$ cat src/rtl/timer_pkg.sv
package timer_pkg;
  localparam int unsigned CTRL_WORD   = 8'h08;
  localparam int unsigned STATUS_WORD = 8'h09;
  localparam int unsigned PRESC_WORD  = 8'h0a;
  localparam int unsigned TICKS_WORD  = 8'h0b;
  localparam int unsigned START_BIT   = 0;
  localparam int unsigned STOP_BIT    = 1;
endpackage

$ cat src/rtl/tmr_regs.sv
module tmr_regs
  import timer_pkg::*;
#(
  parameter int unsigned AW = 8,
  parameter int unsigned DW = 32
) (
  input  logic          clk_i,
  input  logic          rst_ni,
  input  logic          cs_i,
  input  logic          we_i,
  input  logic [AW-1:0] addr_i,
  input  logic [DW-1:0] wdata_i,
  input  logic          running_i,
  input  logic [DW-1:0] tick_cnt_i,
  output logic [DW-1:0] presc_o,
  output logic [DW-1:0] load_o,
  output logic          start_o,
  output logic          stop_o,
  output logic          set_o,
  output logic [DW-1:0] set_val_o,
  output logic [DW-1:0] rdata_o
);
  localparam logic [DW-1:0] ONE = DW'(1);

  logic          wr, rd;
  logic          presc_wr, load_wr;
  logic [DW-1:0] presc_q, load_q, rd_mux;

  assign wr       = cs_i && we_i;
  assign rd       = cs_i && !we_i;
  assign presc_wr = wr && !running_i && (addr_i == AW'(PRESC_WORD));
  assign load_wr  = wr && !running_i && (addr_i == AW'(TICKS_WORD));
  assign start_o  = wr && (addr_i == AW'(CTRL_WORD)) && wdata_i[START_BIT];
  assign stop_o   = wr && (addr_i == AW'(CTRL_WORD)) && wdata_i[STOP_BIT];
  assign set_o    = load_wr;
  assign set_val_o = wdata_i;
  assign presc_o  = presc_q;
  assign load_o   = load_q;

  always_ff @(posedge clk_i or negedge rst_ni) begin
    if (!rst_ni) begin
      presc_q <= ONE;
      load_q  <= ONE;
    end else begin
      if (presc_wr) presc_q <= wdata_i;
      if (load_wr)  load_q  <= wdata_i;
    end
  end

  always_comb begin
    rd_mux = '0;
    if (addr_i == AW'(STATUS_WORD))     rd_mux = {{(DW-1){1'b0}}, running_i};
    else if (addr_i == AW'(PRESC_WORD)) rd_mux = presc_q;
    else if (addr_i == AW'(TICKS_WORD)) rd_mux = tick_cnt_i;
  end

  always_ff @(posedge clk_i or negedge rst_ni) begin
    if (!rst_ni) rdata_o <= '0;
    else         rdata_o <= rd ? rd_mux : '0;
  end

  assert_presc_lock_R8: assert property (@(posedge clk_i) disable iff (!rst_ni)
    running_i |=> $stable(presc_q));
  assert_load_lock_R8: assert property (@(posedge clk_i) disable iff (!rst_ni)
    running_i |=> $stable(load_q));
  assert_rdata_idle_R3: assert property (@(posedge clk_i) disable iff (!rst_ni)
    !(cs_i && !we_i) |=> (rdata_o == '0));
endmodule

$ cat src/rtl/tmr_count.sv
module tmr_count #(
  parameter int unsigned DW = 32
) (
  input  logic          clk_i,
  input  logic          rst_ni,
  input  logic [DW-1:0] presc_i,
  input  logic [DW-1:0] load_i,
  input  logic          start_i,
  input  logic          stop_i,
  input  logic          set_i,
  input  logic [DW-1:0] set_val_i,
  output logic          running_o,
  output logic [DW-1:0] tick_cnt_o
);
  localparam logic [DW-1:0] ONE = DW'(1);

  logic          running_q;
  logic [DW-1:0] presc_cnt_q, tick_cnt_q;
  logic          expire;

  // divider of 0 or 1 expires every cycle; reload happens on the expiring edge
  assign expire = (presc_cnt_q <= ONE);

  always_ff @(posedge clk_i or negedge rst_ni) begin
    if (!rst_ni) begin
      running_q   <= 1'b0;
      presc_cnt_q <= '0;
      tick_cnt_q  <= ONE;
    end else if (stop_i) begin
      running_q <= 1'b0;
    end else if (start_i && !running_q) begin
      if (load_i != '0) begin
        running_q   <= 1'b1;
        presc_cnt_q <= presc_i;
        tick_cnt_q  <= load_i;
      end
    end else if (running_q) begin
      if (expire) begin
        presc_cnt_q <= presc_i;
        tick_cnt_q  <= tick_cnt_q - ONE;
        if (tick_cnt_q == ONE) running_q <= 1'b0;
      end else begin
        presc_cnt_q <= presc_cnt_q - ONE;
      end
    end else if (set_i) begin
      tick_cnt_q <= set_val_i;
    end
  end

  assign running_o  = running_q;
  assign tick_cnt_o = tick_cnt_q;

  assert_run_nonzero_R6: assert property (@(posedge clk_i) disable iff (!rst_ni)
    running_q |-> (tick_cnt_q != '0));
  assert_fall_cause_R7: assert property (@(posedge clk_i) disable iff (!rst_ni)
    $fell(running_q) |-> ((tick_cnt_q == '0) || $past(stop_i)));
  assert_single_step_R5: assert property (@(posedge clk_i) disable iff (!rst_ni)
    (running_q && $past(running_q) && !$past(start_i)) |->
      ((tick_cnt_q == $past(tick_cnt_q)) || (tick_cnt_q == $past(tick_cnt_q) - ONE)));
  assert_stop_wins_R9: assert property (@(posedge clk_i) disable iff (!rst_ni)
    stop_i |=> !running_q);
endmodule

$ cat src/rtl/prescaled_timer.sv
module prescaled_timer #(
  parameter int unsigned AW = 8,
  parameter int unsigned DW = 32
) (
  input  logic          clk_i,
  input  logic          rst_ni,
  input  logic          cs_i,
  input  logic          we_i,
  input  logic [AW-1:0] addr_i,
  input  logic [DW-1:0] wdata_i,
  output logic [DW-1:0] rdata_o
);
  logic          running, start, stop, set;
  logic [DW-1:0] tick_cnt, presc, load, set_val;

  tmr_regs #(.AW(AW), .DW(DW)) regs_i (
    .clk_i(clk_i), .rst_ni(rst_ni), .cs_i(cs_i), .we_i(we_i),
    .addr_i(addr_i), .wdata_i(wdata_i), .running_i(running),
    .tick_cnt_i(tick_cnt), .presc_o(presc), .load_o(load),
    .start_o(start), .stop_o(stop), .set_o(set), .set_val_o(set_val),
    .rdata_o(rdata_o)
  );

  tmr_count #(.DW(DW)) count_i (
    .clk_i(clk_i), .rst_ni(rst_ni), .presc_i(presc), .load_i(load),
    .start_i(start), .stop_i(stop), .set_i(set), .set_val_i(set_val),
    .running_o(running), .tick_cnt_o(tick_cnt)
  );

  assert_no_restart_R10: assert property (@(posedge clk_i) disable iff (!rst_ni)
    (running && start && !stop) |=> (tick_cnt != load) || ($past(tick_cnt) == load)
      || ($past(tick_cnt) - DW'(1) == load));
endmodule

$ cat config.mk
export PLATFORM = sky130hd
export DESIGN_NAME = prescaled_timer
export DESIGN_NICKNAME = d
export VERILOG_FILES = /design/src/rtl/timer_pkg.sv /design/src/rtl/tmr_regs.sv /design/src/rtl/tmr_count.sv /design/src/rtl/prescaled_timer.sv
export SDC_FILE = /design/constraint.sdc
export NUM_CORES = 1
export LEC_CHECK = 0
export BUFFER_PORTS_ARGS = -buffer_cell sky130_fd_sc_hd__buf_2
export CAP_MARGIN = 20
export CORE_AREA = 2 2 148 150
export DETAILED_ROUTE_END_ITERATION = 10
export DIE_AREA = 0 0 150 152
export SLEW_MARGIN = 20
export SYNTH_ARGS = -nofsm -noshare
export SYNTH_HDL_FRONTEND = slang
export SYNTH_SLANG_ARGS = --single-unit
$ cat constraint.sdc
create_clock -name clk_i -period 3.14 [get_ports clk_i]
set_input_delay 0 -clock clk_i [delete_from_list [all_inputs] [get_ports clk_i]]
set_output_delay 0 -clock clk_i [all_outputs]
set_load 0.05 [all_outputs]
### After elaboration in Yosys (flattened, before gate mapping)

Index checks and enable logic that the tools add are counted.

* register bits: 161
* bits in latches: 0
* memory bits (writable): 0
* memory bits (read-only): 0
* word-level logic and storage cells: 53
* memories kept: 0

* $add $sub $neg: 2
* multipliers: 0
* div/mod/pow operators: 0
* magnitude comparators: 1
* equal/unequal tests: 8
* shift-type cells: 0
* muxes and demuxes: 19
* bitwise gates (word level): 1
* reduce and logical (&&, ||, !) cells: 16

Operator list (number)
* $mux W32: 13
* $sub A32 B1 Y32 const B: 2
* $eq A32 B1 Y1 const B: 1
* $eq A8 B4 Y1 const B: 4
* $le A32 B1 Y1 const B: 1
* $reduce_bool A32 Y1: 1
* $logic_and A1 B1 Y1: 9
* $mux W1: 6
* $reduce_and A4 Y1: 1
* $ne A3 B2 Y1 const B: 1
* $ne A3 B3 Y1 const B: 1
* $reduce_and A3 Y1: 1
* $reduce_bool A3 Y1: 1
* $logic_not A1 Y1: 2
* $ne A2 B2 Y1 const B: 1
* $reduce_bool A2 Y1: 1
* $not A1 Y1: 1

### Logic depth before layout (Yosys ltp)

* depth after elaboration: 6
* mapped depth: 10

### By module

A second synthesis with hierarchy kept.

* cell total of the unflattened synthesis: 864
* area total of the unflattened synthesis: 8864.8 um^2

By module, submodules not included
* tmr_count: instances 1, cells an instance 578, area each 4710.8 um^2
* tmr_regs: instances 1, cells an instance 286, area each 4154.0 um^2

### Least setup slack after synthesis

Ideal clock, no wire load.

* path type: reg-to-reg
* start: register count_i.presc_cnt_q[20]
* end: register count_i.tick_cnt_q[16] (netlist: count_i.tick_cnt_o[16])
* setup time: 0.124 ns
* arrival time: 2.679 ns
* setup slack: 0.337 ns
* cell stages (with the launch flop): 9
* path buffers: 3
* cells stage by stage: dfrtp_1 > or4_1 > buf_2 > or4_4 > nand4b_4 > a211o_1 > buf_6 > buf_6 > a211o_1

* word-level cells in the longest chain between the ends: 3

RTL lines
* start: declaration: RTL line tmr_count.sv:18 `logic [DW-1:0] presc_cnt_q, tick_cnt_q;`
* start signal: assignment: RTL line tmr_count.sv:34 `presc_cnt_q <= presc_i;`
* start signal: assignment: RTL line tmr_count.sv:39 `presc_cnt_q <= presc_i;`
* start signal: assignment: RTL line tmr_count.sv:43 `presc_cnt_q <= presc_cnt_q - ONE;`
* $le A32 B1 Y1: RTL line tmr_count.sv:22 `assign expire = (presc_cnt_q <= ONE);`
* $ne A3 B3 Y1 (no line)
* $reduce_and A4 Y1 (no line)
* end signal: assignment: RTL line tmr_count.sv:35 `tick_cnt_q <= load_i;`
* end signal: assignment: RTL line tmr_count.sv:40 `tick_cnt_q <= tick_cnt_q - ONE;`
* end signal: assignment: RTL line tmr_count.sv:46 `tick_cnt_q <= set_val_i;`
* end: declaration: RTL line tmr_count.sv:18

Every way passes these cells.
A chain may end at the register's enable or synchronous reset.

### Worst setup path after layout

* start: register count_i.presc_cnt_q[14]
* end: register count_i.tick_cnt_q[20] (netlist: count_i.tick_cnt_o[20])

Same word-level chain as after synthesis.

==> summary.txt <==
Run status
  • Outcome: complete, no violations

Place
  • Cells after DPL: about 1200
  • I/O Buffers: 75
  • DPL Wire Length: 17.0 mm
  • Gpl congestion: 0.865

Timing
  • Setup-failing EPs final: 0
  • Final Hold Viols: 0
  • Final cycle utilization of the critical path: between 90% and 100%
  • Slew @ Worst Pin: 0.778 ns
  • Slew Viols, Final: 0
  • Worst Skew: 0.0101 ns
  • Setup_tns: 0 ns
  • Fmax: 0.336 GHz
  • Unrepaired setup endpoints after global routing: no
  • Tmin final: between 2 and 3 ns
  • Relative slew slack: about half

Critical path
  • Worst path slowest cell: or4_1
  • Critical Path Max Stage Delay: about 0.60 ns
  • Most used cell, CP: a211o_1
  • Kind of critical path: flop to flop
  • WP data arrival: 3.34 ns
  • Worst path cell trace: or4_1 -> or4_4 -> nand4b_4 -> a211o_1 -> buf_4 -> nor4b_2 -> a211o_1
  • Crit. End Element: flop
  • Crit-path max FO: 24
  • Reg-to-reg critical path startpoint: count_i.presc_cnt_q[14]
  • Startpoint Class: flop
  • Data required time of the worst path: 3.51 ns
  • RR Endpoint: count_i.tick_cnt_o[20]
  • FF-to-FF setup slack: 0.17 ns
  • R2r worst-path depth: 7

Synthesis
  • Mux share of post-synthesis cell area: between 10% and 20%
  • Yosys warning count: 0
  • Syn Nets: approximately 880
  • Synth cell types: 68
  • Adder-Cell Fraction of Synth Area: 0.601%
  • Number of synthesized flops with an enable pin: 0
  • Ys async rst share: 100%
  • Sequential-to-total area share from yosys stat: 48.4%
  • Synthesis-stage register bit count: about 160
  • Largest family of logic cells by synthesized area: compound AO/OA/AOI/OAI gates
  • Compound-Gate Fraction of Synth Area: approximately a fifth
  • Post-Synth XOR/XNOR Area: 0.421%
  • Ys flop type: dfrtp_1
  • Post-Syn Area: around 8300 µm²
  • Mean post-synth cell area: 10.1 µm²
  • Cell count after synthesis: just over 800
  • Post-synthesis simple-gate area fraction: 16.3%

Detailed routing
  • Post-Route WL: roughly 25 mm
  • DRT iter0 DRCs: 535
  • Vias/cell: slightly below 6
  • DRT Pass-1 Iters: 5
  • Drt drc: 0
  • Wire per inst: between 15 and 20 µm
  • Vias: 7158
  • Antenna Nets Post-Route: 0

Power and ir drop
  • Flop pwr share: 47.9%
  • Net Sw Power: 0.00155 W
  • Switching share of power: 29.7%
  • Internal: 0.00365 W
  • VDD IR max: ~0.38 mV
  • Clock share of power: 36.9%
  • LEAKAGE: ~4.6 nW
  • Pwr dens: 517 nW/µm²
  • Logic pwr share: 15.2%

Clock network
  • CTS tree: done
  • Root Buffer: clkbuf_16
  • Post-CTS Setup Repair Bufs: 0
  • Clk_lat worst skew: about 0.43 ns
  • CTS sink cnt: around 160
  • Clk slew on worst S/H paths: ~0.07 ns
  • H-tree levels: 4
  • CTS Buffer Depth: 2
  • CTS Buf Count: 17

GRT
  • Total track usage: 22.2%
  • First-pass GRT wire length: 39.7 mm
  • Grt ovf: 0
  • Maximum number of pins on one net before global-route repair: 77
  • Vias in the first global route: 7074
  • Initial antenna violation count: 0

Worst hold path
  • Hold endpoint: regs_i.load_o[30]
  • Worst hold path depth: 5
  • Hold wc startpoint: addr_i[6]
  • HP Class: primary input to flop

Die
  • Die span in x: 150 µm
  • Cell Rows: 54
  • Core area: 21400 µm²
  • Die height: 152 µm
  • Die area: 22800 µm²
  • Initial Util: 39.0%
  • I/O pin cnt: 76

Finish
  • ANT cells: 0
  • # nets final: 983
  • Non-filler instance count after layout: around 1200
  • Area grow syn2layout: 20.8%
  • Commonest non-fill, non-tap cells in the layout: 157 x dfrtp_1, 74 x buf_2, 63 x o21ai_0
  • Share of post-route cells with drive strength above 1: 24.8%
  • Filler cells: 2068
  • Most common cell after layout, fill and taps aside: dfrtp_1

Run
  • Max-cap violations: 0
==> cell usage after synthesis (9+ instances only) <==
| master | instances | area (µm²) |
|---|---|---|
| dfrtp_1 | 158 | 3950 |
| nor2_1 | 64 | 240 |
| o21ai_0 | 63 | 315 |
| mux2_2 | 62 | 698 |
| clkbuf_1 | 51 | 191 |
| a22oi_1 | 50 | 375 |
| nand2_1 | 46 | 173 |
| a21oi_1 | 29 | 145 |
| inv_1 | 26 | 97.6 |
| nor3_1 | 26 | 130 |
| nor4_1 | 20 | 125 |
| mux2i_1 | 17 | 170 |
| nand3_1 | 16 | 80.1 |
| o22ai_1 | 13 | 81.3 |
| or3_1 | 13 | 81.3 |
| nand4_1 | 12 | 75.1 |
| or4_1 | 11 | 82.6 |
| o2bb2ai_1 | 9 | 78.8 |
==> power groups by stage <==
| stage | Sequential [W] | Combinational [W] | Clock, W |
|---|---|---|---|
| 2_1_floorplan | 0.00243 | 0.000508 | 0 |
| 3_3_place_gp | 0.00252 | 0.000739 | 0 |
| 3_5_place_dp | 0.00252 | 0.000752 | 0 |
| 4_1_cts | 0.00248 | 0.000787 | 0.00195 |
| 5_1_grt | 0.00253 | 0.000883 | 0.00205 |
| 6_report | 0.00249 | 0.000790 | 0.00192 |
==> state kept, by name, indices dropped and copies added, names as in the netlist <==
name,flops
count_i.tick_cnt_o,32
count_i.running_o,1
regs_i.rdata_o,32
count_i.presc_cnt_q,32
regs_i.presc_o,32
regs_i.load_o,32
==> metrics by stage <==
step                      setup WS, ns  utilization [%]  power, W  cell area (µm²)  hold slack [ns]
after floorplan                  0.337                -   0.00293             8330           -0.296
after global placement           0.176             42.9   0.00326             9170           0.0938
after detailed placement         0.102             42.9   0.00327             9170           0.0869
after CTS                       0.0795             47.1   0.00523            10100           0.0597
after global routing            0.0184             47.1   0.00546            10100            0.116
final                            0.165             47.1   0.00520            10100           0.0654
==> critical path, delay by kind of cell (launching register included) <==
kind | cells | cell delay [ns]
AO/OA/AOI/OAI | 2 | 0.52
flip-flops | 1 | 0.43
buffers and inverters | 1 | 0.22
AND/OR/NAND/NOR | 4 | 1.73
==> logic make-up (layout without fill, tap and decap cells) <==
kind of cell,after synthesis,in the layout
mux,79,79
compound gates,240,240
simple gates,250,250
flops,161,161
buf+inv,89,210
xor+xnor,4,4
fa+ha+maj,4,4
==> worst max-delay path by stage <==
stage | start | endpoint | slack (ns) | depth (start not counted)
floorplan | count_i.presc_cnt_q[20] | count_i.tick_cnt_o[16] | 0.34 | 8
global placement | count_i.presc_cnt_q[0] | count_i.presc_cnt_q[22] | 0.18 | 8
detailed placement | count_i.presc_cnt_q[0] | count_i.presc_cnt_q[22] | 0.10 | 8
CTS | count_i.presc_cnt_q[0] | count_i.presc_cnt_q[22] | 0.08 | 8
global route | count_i.presc_cnt_q[14] | count_i.tick_cnt_o[12] | 0.02 | 7
finish | count_i.presc_cnt_q[14] | count_i.tick_cnt_o[20] | 0.17 | 7
==> routing by layer <==
layer	vias to the layer above	part of all wire, %	wire length [µm]	GRT usage [%]
met5	-	0	0	0
met4	0	1.8	448	6.02
met3	35	5.2	1280	4.02
met2	203	48	11700	35.4
met1	3590	45	11100	31.2
li1	3330	-	-	-
==> timing repair <==
| item | 4_1_cts | 5_1_grt |
|---|---|---|
| hold buffers | 35 | 0 |
| endpoints found under the hold margin | 156 | 0 |
| setup endpoints to repair | 0 | 3 |
| gates resized for setup | 0 | 2 |
==> final cells by class <==
class	instances	area, µm²	area share [%]
well taps	280	350	3.48
clock inverters	9	58.8	0.585
flip-flops and latches	161	4030	40.1
repair buffers	152	1060	10.5
multi-input cells	577	3980	39.6
inverters	26	97.6	0.970
clock buffers	23	478	4.75
Power figures use the tool's default switching activity.
